$ cat config.mk
export PLATFORM = sky130hd
export DESIGN_NAME = fa_frame_arb
export DESIGN_NICKNAME = d
export VERILOG_FILES = /design/src/rtl/fa_pkg.sv /design/src/rtl/fa_ms_seq.sv /design/src/rtl/fa_os_seq.sv /design/src/rtl/fa_hazard.sv /design/src/rtl/fa_frame_arb.sv
export SDC_FILE = /design/constraint.sdc
export NUM_CORES = 1
export LEC_CHECK = 0
export ABC_CLOCK_PERIOD_IN_PS = 4050
export BUFFER_PORTS_ARGS = -buffer_cell sky130_fd_sc_hd__buf_2
export CORE_ASPECT_RATIO = 0.75
export CORE_MARGIN = 2
export CORE_UTILIZATION = 50
export DETAILED_ROUTE_END_ITERATION = 8
export PLACE_DENSITY = 0.88
export SYNTH_ARGS = -nofsm -noshare
export SYNTH_HDL_FRONTEND = slang
export SYNTH_HIERARCHICAL = 1
export SYNTH_SLANG_ARGS = --single-unit
$ cat constraint.sdc
create_clock -name clk_i -period 4.05 [get_ports clk_i]
set_input_delay 0.2025 -clock clk_i [delete_from_list [all_inputs] [get_ports clk_i]]
set_output_delay 0.2025 -clock clk_i [all_outputs]
set_load 0.03 [all_outputs]
$ cat src/rtl/fa_pkg.sv
package fa_pkg;
  typedef enum logic [1:0] {
    MK_MONO = 2'd0,
    MK_HIT  = 2'd1,
    MK_MISS = 2'd2,
    MK_RSVD = 2'd3
  } mkind_e;

  localparam logic REG_INSTR = 1'b0;
  localparam logic REG_FRAME = 1'b1;

  function automatic logic [1:0] ms_count(mkind_e k, logic c);
    case (k)
      MK_HIT:  ms_count = c ? 2'd2 : 2'd1;
      MK_MISS: ms_count = 2'd1;
      MK_MONO: ms_count = c ? 2'd1 : 2'd0;
      default: ms_count = 2'd0;
    endcase
  endfunction

  function automatic logic [1:0] os_count(logic [2:0] mode);
    case (mode[2:1])
      2'b00:   os_count = 2'd1;
      2'b01:   os_count = 2'd2;
      2'b10:   os_count = 2'd0;
      default: os_count = 2'd1;
    endcase
  endfunction

  function automatic logic os_is_write(logic [2:0] mode);
    os_is_write = (mode[2:1] == 2'b11);
  endfunction
endpackage

$ cat src/rtl/fa_ms_seq.sv
module fa_ms_seq
  import fa_pkg::*;
#(
  parameter int DW     = 16,
  parameter int FID_W  = 2,
  parameter int SLOT_W = 6,
  localparam int AW    = 1 + FID_W + SLOT_W
) (
  input  logic              clk_i,
  input  logic              rst_ni,
  input  logic              start_i,
  input  mkind_e            kind_i,
  input  logic              const_i,
  input  logic              region_i,
  input  logic [FID_W-1:0]  fid_i,
  input  logic [SLOT_W-1:0] slot_i,
  input  logic [SLOT_W-1:0] cslot_i,
  input  logic [DW-1:0]     wdata_i,
  input  logic              gnt_i,
  output logic              req_o,
  output logic              we_o,
  output logic [AW-1:0]     addr_o,
  output logic [DW-1:0]     wdata_o,
  output logic              busy_o,
  output logic              done_o
);
  logic              busy_q, idx_q;
  logic [1:0]        cnt_q;
  mkind_e            kind_q;
  logic              region_q;
  logic [FID_W-1:0]  fid_q;
  logic [SLOT_W-1:0] slot_q, cslot_q;
  logic [DW-1:0]     wdata_q;
  logic [1:0]        cnt_new;
  logic              accept, last, op_acc;

  assign cnt_new = ms_count(kind_i, const_i);
  assign accept  = start_i && !busy_q;
  assign last    = ({1'b0, idx_q} + 2'd1) == cnt_q;

  always_ff @(posedge clk_i or negedge rst_ni) begin
    if (!rst_ni) begin
      busy_q   <= 1'b0;
      idx_q    <= 1'b0;
      cnt_q    <= '0;
      kind_q   <= MK_MONO;
      region_q <= 1'b0;
      fid_q    <= '0;
      slot_q   <= '0;
      cslot_q  <= '0;
      wdata_q  <= '0;
    end else if (accept) begin
      busy_q   <= (cnt_new != 2'd0);
      idx_q    <= 1'b0;
      cnt_q    <= cnt_new;
      kind_q   <= kind_i;
      region_q <= region_i;
      fid_q    <= fid_i;
      slot_q   <= slot_i;
      cslot_q  <= cslot_i;
      wdata_q  <= wdata_i;
    end else if (busy_q && gnt_i) begin
      if (last) busy_q <= 1'b0;
      else      idx_q  <= 1'b1;
    end
  end

  // first access of hit/miss touches the operand slot, everything else is the constant
  assign op_acc  = !idx_q && (kind_q == MK_HIT || kind_q == MK_MISS);
  assign req_o   = busy_q;
  assign we_o    = busy_q && op_acc && (kind_q == MK_MISS);
  assign addr_o  = op_acc ? {REG_FRAME, fid_q, slot_q} : {region_q, fid_q, cslot_q};
  assign wdata_o = wdata_q;
  assign busy_o  = busy_q;
  assign done_o  = (accept && cnt_new == 2'd0) || (busy_q && gnt_i && last);
endmodule

$ cat src/rtl/fa_os_seq.sv
module fa_os_seq
  import fa_pkg::*;
#(
  parameter int DW     = 16,
  parameter int FID_W  = 2,
  parameter int SLOT_W = 6,
  localparam int AW    = 1 + FID_W + SLOT_W
) (
  input  logic              clk_i,
  input  logic              rst_ni,
  input  logic              start_i,
  input  logic [2:0]        mode_i,
  input  logic              region_i,
  input  logic [FID_W-1:0]  fid_i,
  input  logic [SLOT_W-1:0] slot_i,
  input  logic [DW-1:0]     wdata_i,
  input  logic              gnt_i,
  output logic              req_o,
  output logic              we_o,
  output logic [AW-1:0]     addr_o,
  output logic [DW-1:0]     wdata_o,
  output logic              busy_o,
  output logic              done_o
);
  logic              busy_q, idx_q, wr_q, region_q;
  logic [1:0]        cnt_q;
  logic [FID_W-1:0]  fid_q;
  logic [SLOT_W-1:0] slot_q, rd_slot;
  logic [DW-1:0]     wdata_q;
  logic [1:0]        cnt_new;
  logic              accept, last;

  assign cnt_new = os_count(mode_i);
  assign accept  = start_i && !busy_q;
  assign last    = ({1'b0, idx_q} + 2'd1) == cnt_q;

  always_ff @(posedge clk_i or negedge rst_ni) begin
    if (!rst_ni) begin
      busy_q   <= 1'b0;
      idx_q    <= 1'b0;
      wr_q     <= 1'b0;
      region_q <= 1'b0;
      cnt_q    <= '0;
      fid_q    <= '0;
      slot_q   <= '0;
      wdata_q  <= '0;
    end else if (accept) begin
      busy_q   <= (cnt_new != 2'd0);
      idx_q    <= 1'b0;
      wr_q     <= os_is_write(mode_i);
      region_q <= region_i;
      cnt_q    <= cnt_new;
      fid_q    <= fid_i;
      slot_q   <= slot_i;
      wdata_q  <= wdata_i;
    end else if (busy_q && gnt_i) begin
      if (last) busy_q <= 1'b0;
      else      idx_q  <= 1'b1;
    end
  end

  // second destination sits in the next slot, wrapping inside the frame
  assign rd_slot = slot_q + SLOT_W'(idx_q);
  assign req_o   = busy_q;
  assign we_o    = busy_q && wr_q;
  assign addr_o  = wr_q ? {REG_FRAME, fid_q, slot_q} : {region_q, fid_q, rd_slot};
  assign wdata_o = wdata_q;
  assign busy_o  = busy_q;
  assign done_o  = (accept && cnt_new == 2'd0) || (busy_q && gnt_i && last);
endmodule

$ cat src/rtl/fa_hazard.sv
module fa_hazard #(
  parameter int ACT_W  = 3,
  parameter int SLOT_W = 6,
  parameter int NSTG   = 3
) (
  input  logic                     valid_i,
  input  logic [ACT_W-1:0]         act_i,
  input  logic [SLOT_W-1:0]        slot_i,
  input  logic [NSTG-1:0]          s_valid_i,
  input  logic [NSTG-1:0]          s_wr_i,
  input  logic [NSTG*ACT_W-1:0]    s_act_i,
  input  logic [NSTG*SLOT_W-1:0]   s_slot_i,
  output logic                     stall_o
);
  logic [NSTG-1:0] hit;

  for (genvar g = 0; g < NSTG; g++) begin : g_cmp
    assign hit[g] = s_valid_i[g] && s_wr_i[g] &&
                    (s_act_i[g*ACT_W +: ACT_W] == act_i) &&
                    (s_slot_i[g*SLOT_W +: SLOT_W] == slot_i);
  end

  assign stall_o = valid_i && (|hit);
endmodule

$ cat src/rtl/fa_frame_arb.sv
module fa_frame_arb
  import fa_pkg::*;
#(
  parameter int DW     = 16,
  parameter int FID_W  = 2,
  parameter int SLOT_W = 6,
  parameter int ACT_W  = 3,
  parameter int NSTG   = 3,
  localparam int AW    = 1 + FID_W + SLOT_W
) (
  input  logic                   clk_i,
  input  logic                   rst_ni,
  input  logic                   m_start_i,
  input  logic [1:0]             m_kind_i,
  input  logic                   m_const_i,
  input  logic                   m_region_i,
  input  logic [FID_W-1:0]       m_fid_i,
  input  logic [SLOT_W-1:0]      m_slot_i,
  input  logic [SLOT_W-1:0]      m_cslot_i,
  input  logic [DW-1:0]          m_wdata_i,
  output logic                   m_gnt_o,
  output logic                   m_stall_o,
  output logic                   m_busy_o,
  output logic                   m_done_o,
  output logic                   m_rvalid_o,
  output logic [DW-1:0]          m_rdata_o,
  input  logic                   o_start_i,
  input  logic [2:0]             o_mode_i,
  input  logic                   o_region_i,
  input  logic [FID_W-1:0]       o_fid_i,
  input  logic [SLOT_W-1:0]      o_slot_i,
  input  logic [DW-1:0]          o_wdata_i,
  output logic                   o_gnt_o,
  output logic                   o_busy_o,
  output logic                   o_done_o,
  output logic                   o_rvalid_o,
  output logic [DW-1:0]          o_rdata_o,
  input  logic                   h_valid_i,
  input  logic [ACT_W-1:0]       h_act_i,
  input  logic [SLOT_W-1:0]      h_slot_i,
  input  logic [NSTG-1:0]        s_valid_i,
  input  logic [NSTG-1:0]        s_wr_i,
  input  logic [NSTG*ACT_W-1:0]  s_act_i,
  input  logic [NSTG*SLOT_W-1:0] s_slot_i,
  output logic                   haz_stall_o,
  output logic                   mem_req_o,
  output logic                   mem_we_o,
  output logic [AW-1:0]          mem_addr_o,
  output logic [DW-1:0]          mem_wdata_o,
  input  logic [DW-1:0]          mem_rdata_i
);
  logic          m_req, m_we, o_req, o_we;
  logic [AW-1:0] m_addr, o_addr;
  logic [DW-1:0] m_wdata, o_wdata;
  logic          rd_m_q, rd_o_q;

  fa_ms_seq #(.DW(DW), .FID_W(FID_W), .SLOT_W(SLOT_W)) u_ms (
    .clk_i, .rst_ni,
    .start_i (m_start_i),
    .kind_i  (mkind_e'(m_kind_i)),
    .const_i (m_const_i),
    .region_i(m_region_i),
    .fid_i   (m_fid_i),
    .slot_i  (m_slot_i),
    .cslot_i (m_cslot_i),
    .wdata_i (m_wdata_i),
    .gnt_i   (m_gnt_o),
    .req_o   (m_req),
    .we_o    (m_we),
    .addr_o  (m_addr),
    .wdata_o (m_wdata),
    .busy_o  (m_busy_o),
    .done_o  (m_done_o)
  );

  fa_os_seq #(.DW(DW), .FID_W(FID_W), .SLOT_W(SLOT_W)) u_os (
    .clk_i, .rst_ni,
    .start_i (o_start_i),
    .mode_i  (o_mode_i),
    .region_i(o_region_i),
    .fid_i   (o_fid_i),
    .slot_i  (o_slot_i),
    .wdata_i (o_wdata_i),
    .gnt_i   (o_gnt_o),
    .req_o   (o_req),
    .we_o    (o_we),
    .addr_o  (o_addr),
    .wdata_o (o_wdata),
    .busy_o  (o_busy_o),
    .done_o  (o_done_o)
  );

  fa_hazard #(.ACT_W(ACT_W), .SLOT_W(SLOT_W), .NSTG(NSTG)) u_haz (
    .valid_i  (h_valid_i),
    .act_i    (h_act_i),
    .slot_i   (h_slot_i),
    .s_valid_i(s_valid_i),
    .s_wr_i   (s_wr_i),
    .s_act_i  (s_act_i),
    .s_slot_i (s_slot_i),
    .stall_o  (haz_stall_o)
  );

  // output stage has fixed priority on the single port
  assign o_gnt_o   = o_req;
  assign m_gnt_o   = m_req && !o_req;
  assign m_stall_o = m_req && o_req;

  assign mem_req_o   = o_req || m_req;
  assign mem_we_o    = o_req ? o_we    : m_we;
  assign mem_addr_o  = o_req ? o_addr  : m_addr;
  assign mem_wdata_o = o_req ? o_wdata : m_wdata;

  always_ff @(posedge clk_i or negedge rst_ni) begin
    if (!rst_ni) begin
      rd_m_q <= 1'b0;
      rd_o_q <= 1'b0;
    end else begin
      rd_m_q <= m_gnt_o && !m_we;
      rd_o_q <= o_gnt_o && !o_we;
    end
  end

  assign m_rvalid_o = rd_m_q;
  assign o_rvalid_o = rd_o_q;
  assign m_rdata_o  = mem_rdata_i;
  assign o_rdata_o  = mem_rdata_i;
endmodule

==> results by group <==
Power
  – Net Sw Frac: 41.2%
  – P_sw: about 1.7 mW
  – Clock share of power: 16.9%
  – Maximum vdd drop: 0.428 mV
  – LEAKAGE: 2.44 nW
  – P_int: 2.36 mW
  – Logic pwr share: 50.3%
  – Reg power frac: 32.8%
  – Pwr dens: 844 nW/um^2

Floorplan
  – Die Y: just over 80 microns
  – Die width: 108 microns
  – Core area: between 7000 and 8000 sq um
  – IO Count: 194
  – Initial core utilization: 51.2%
  – Die area: 8780 sq um
  – Rows: 28

Route
  – Uppermost layer routed: met5
  – DRC violations left: 0
  – Vias: 2981
  – WL final: 8930 microns
  – Routed Antenna Nets: 0
  – Vias per Instance: 4.98
  – TritonRoute pass-1 iters: 5
  – Metal3 WL: 630 microns
  – DR WL/cell: 14.9 microns
  – M1 WL: 3760 microns
  – Metal2 WL: ~4400 microns
  – 1st-iter DRT viols: between 150 and 200

Timing
  – Relative slew slack: around a third
  – Final setup viols: 0
  – Setup TNS: 0 ps
  – Final Cycle Share: 65.2%
  – Slew Viols, Final: 0
  – Final Hold Viols: 25
  – Clock Skews: 8.46 ps
  – RSZ-0062 raised after global routing: no
  – Post-layout min period: 2640 ps
  – Fin Hold WS: -11.8 ps
  – Worst-margin pin slew: 1020 ps
  – Fmax: 0.379 GHz

Cells and area
  – P&R area growth vs syn: 18.3%
  – Antenna cells: 0
  – # fillers: 629
  – Final Net Count: 619
  – Fraction of layout cells with a size suffix above 1: 47.3%
  – Total area of sequential cells: 1730 sq um
  – Post-layout util: between 60% and 70%
  – Footprint of the multi-input gates: roughly 1900 sq um

Synthesis
  – Synth area leader: dfrtp_1
  – Ys async rst share: 100%
  – Ys flop type: dfrtp_1
  – Commonest cells in the netlist: nand2_1, dfrtp_1, buf_4
  – Post-Syn Nets: 508
  – #FFs+latches synth: slightly below 70
  – Most common cell in the netlist: nand2_1
  – Yosys warning total: 6
  – Netlist Area Pre-Place: 4020 sq um
  – Yosys top cell area share: a little over two fifths
  – Seq/Total Area, Yosys: between 40% and 50%
  – Cells after synthesis: between 300 and 400
  – Syn_area_per_cell: 10.7 sq um
  – Cell variety after synth: 38
  – Top cells by area, synth: dfrtp_1, mux2_4, mux2_2
  – EDFF count, synth: 0

Worst setup path
  – CP startpoint kind: register
  – Worst setup EP type: output pin
  – WP buf/inv: 1
  – Crit-path max cell delay: ~910 ps
  – Crit-path cells: nor2_4 > a22o_2 > buf_2
  – Worst setup path class: reg2out
  – Critical path's top delay family: simple AND/OR/NAND/NOR gates
  – Crit-path slowest cell: nor2_4
  – Crit path max fanout: 41
  – Arrival time of the worst setup path: 2440 ps
  – Required @ worst endpoint: 3850 ps

Global routing
  – First-pass GRT wire length: 13800 microns
  – Initial antenna violation count: 1
  – Number of global-route vias before repair: roughly 2900
  – Largest net degree at the start of global routing: 42
  – Total congestion overflow: 0
  – GR Util All Layers: 20.3%

Placed design
  – RePlAce Congestion: ~0.87
  – Buffers added on ports: 144
  – Detailed Place HPWL: roughly 6600 microns

Clock network
  – Post-CTS resize count: 0
  – Clk root buf: clkbuf_8
  – CTS sink count: 69
  – Clock Latency Late Sink: 340 ps
  – Post-CTS Setup Inserts: 0
  – H-tree Lvls: 3
  – Total CTS buffers: 9
  – CTS tree: yes
  – CTS max path bufs: 2
  – CTS clk-pin slew, worst paths: approximately 70 ps
  – # hold bufs at CTS: 0

Outcome
  – Failing checks: negative hold slack
  – Outcome: complete, but fails checks

Job
  – Max-cap violations: 0

Worst hold path
  – Worst hold path class: in2async
cells in the final DEF (no fill, tap or decap), types with 2 or more instances in the layout:
cell / count
mux2_4: 28
or2_2: 3
o31ai_1: 2
nand2b_1: 5
buf_4: 4
inv_1: 7
buf_2: 144
clkbuf_8: 10
xnor2_1: 30
bufinv_16: 3
clkbuf_1: 2
nor2b_1: 2
nor3_1: 4
ha_1: 6
nor2_1: 2
nand4b_1: 2
mux2_2: 34
a21oi_1: 5
nand4_1: 9
dfrtp_1: 68
nand2_1: 100
and4b_1: 2
final timing paths:
check | depth (start not counted) | endpoint | slack [ps] | start
max reg2reg | 3 | u_os/wdata_o[0] | 1670 | u_os/busy_o
min in group clk_i | 3 | u_ms/wdata_o[11] | 50 | m_wdata_i[11]
max | 3 | o_done_o | 1410 | u_os/busy_o
min | 1 | u_ms/busy_o | -10 | rst_ni
min reg2reg | 2 | u_ms/wdata_o[15] | 480 | u_ms/wdata_o[15]
max in group asynchronous | 2 | u_ms/wdata_o[9] | 3150 | rst_ni
worst reg2reg max path, delay by kind of cell, from the launching register on:
| kind | cells | cell delay, ps |
|---|---|---|
| multiplexers | 1 | 320 |
| flip-flops | 1 | 720 |
| AND/OR/NAND/NOR | 1 | 920 |
| buffers and inverters | 1 | 310 |
flip-flops by register name, indices dropped and copies added, names as in the netlist, 2 cells and up:
name and count:
u_ms/slot_q 6, u_ms/cslot_q 6, u_os/cnt_q 2, u_os/wdata_o 16
u_ms/wdata_o 16, u_os/fid_q 2, u_ms/cnt_q 2, u_os/slot_q 6
u_ms/fid_q 2, u_ms/kind_q 2
cells by family (layout without fill, tap and decap cells):
group                      count (synthesis)  count (layout)  synth area share [%]
and+or+nand+nor                          139             139                  15.7
buffers and inverters                     55             171                  10.4
muxes                                     62              62                  20.0
xor gates and xnor gates                  31              31                  6.75
adders and majority gates                  6               6                  1.87
DFF                                       69              69                  42.9
AOI/OAI and AO/OA                         15              15                  2.43
area by class of cell:
class	count	area share (%)
Clock buffer	12	3.05
Clock inverter	4	2.00
Inverter	7	0.552
Multi-Input combinational cell	253	39.5
Sequential cell	69	36.3
Tap cell	105	2.76
Timing Repair Buffer	148	15.8
power groups by stage:
stage	registers (mW)	logic [mW]	clock network (mW)
after floorplan	1.23	1.70	0
after global placement	1.29	1.96	0
after detailed placement	1.33	2.01	0
after CTS	1.31	2.03	0.684
after global routing	1.37	2.17	0.721
final	1.32	2.02	0.678
per-layer routing:
layer | GRT usage, % | vias to the layer above
met1 | 25.1 | 1403
met3 | 5.40 | 17
li1 | - | 1444
met5 | 0 | -
met4 | 7.31 | 2
met2 | 34.8 | 115
stage by stage:
| stage | setup WS, ps | power (mW) | hold WS, ps | cells | area [sq um] |
|---|---|---|---|---|---|
| 2_1_floorplan | 1500 | 2.93 | -93.1 | 377 | 4020 |
| 3_3_place_gp | 1680 | 3.26 | 370 | 582 | 4520 |
| 3_5_place_dp | 1650 | 3.34 | 369 | 582 | 4520 |
| 4_1_cts | 1350 | 4.03 | 6.18 | 598 | 4760 |
| 5_1_grt | 1270 | 4.25 | 40.9 | 598 | 4760 |
| 6_report | 1410 | 4.01 | -11.8 | 598 | 4760 |
(Power assumes the default switching activity.)
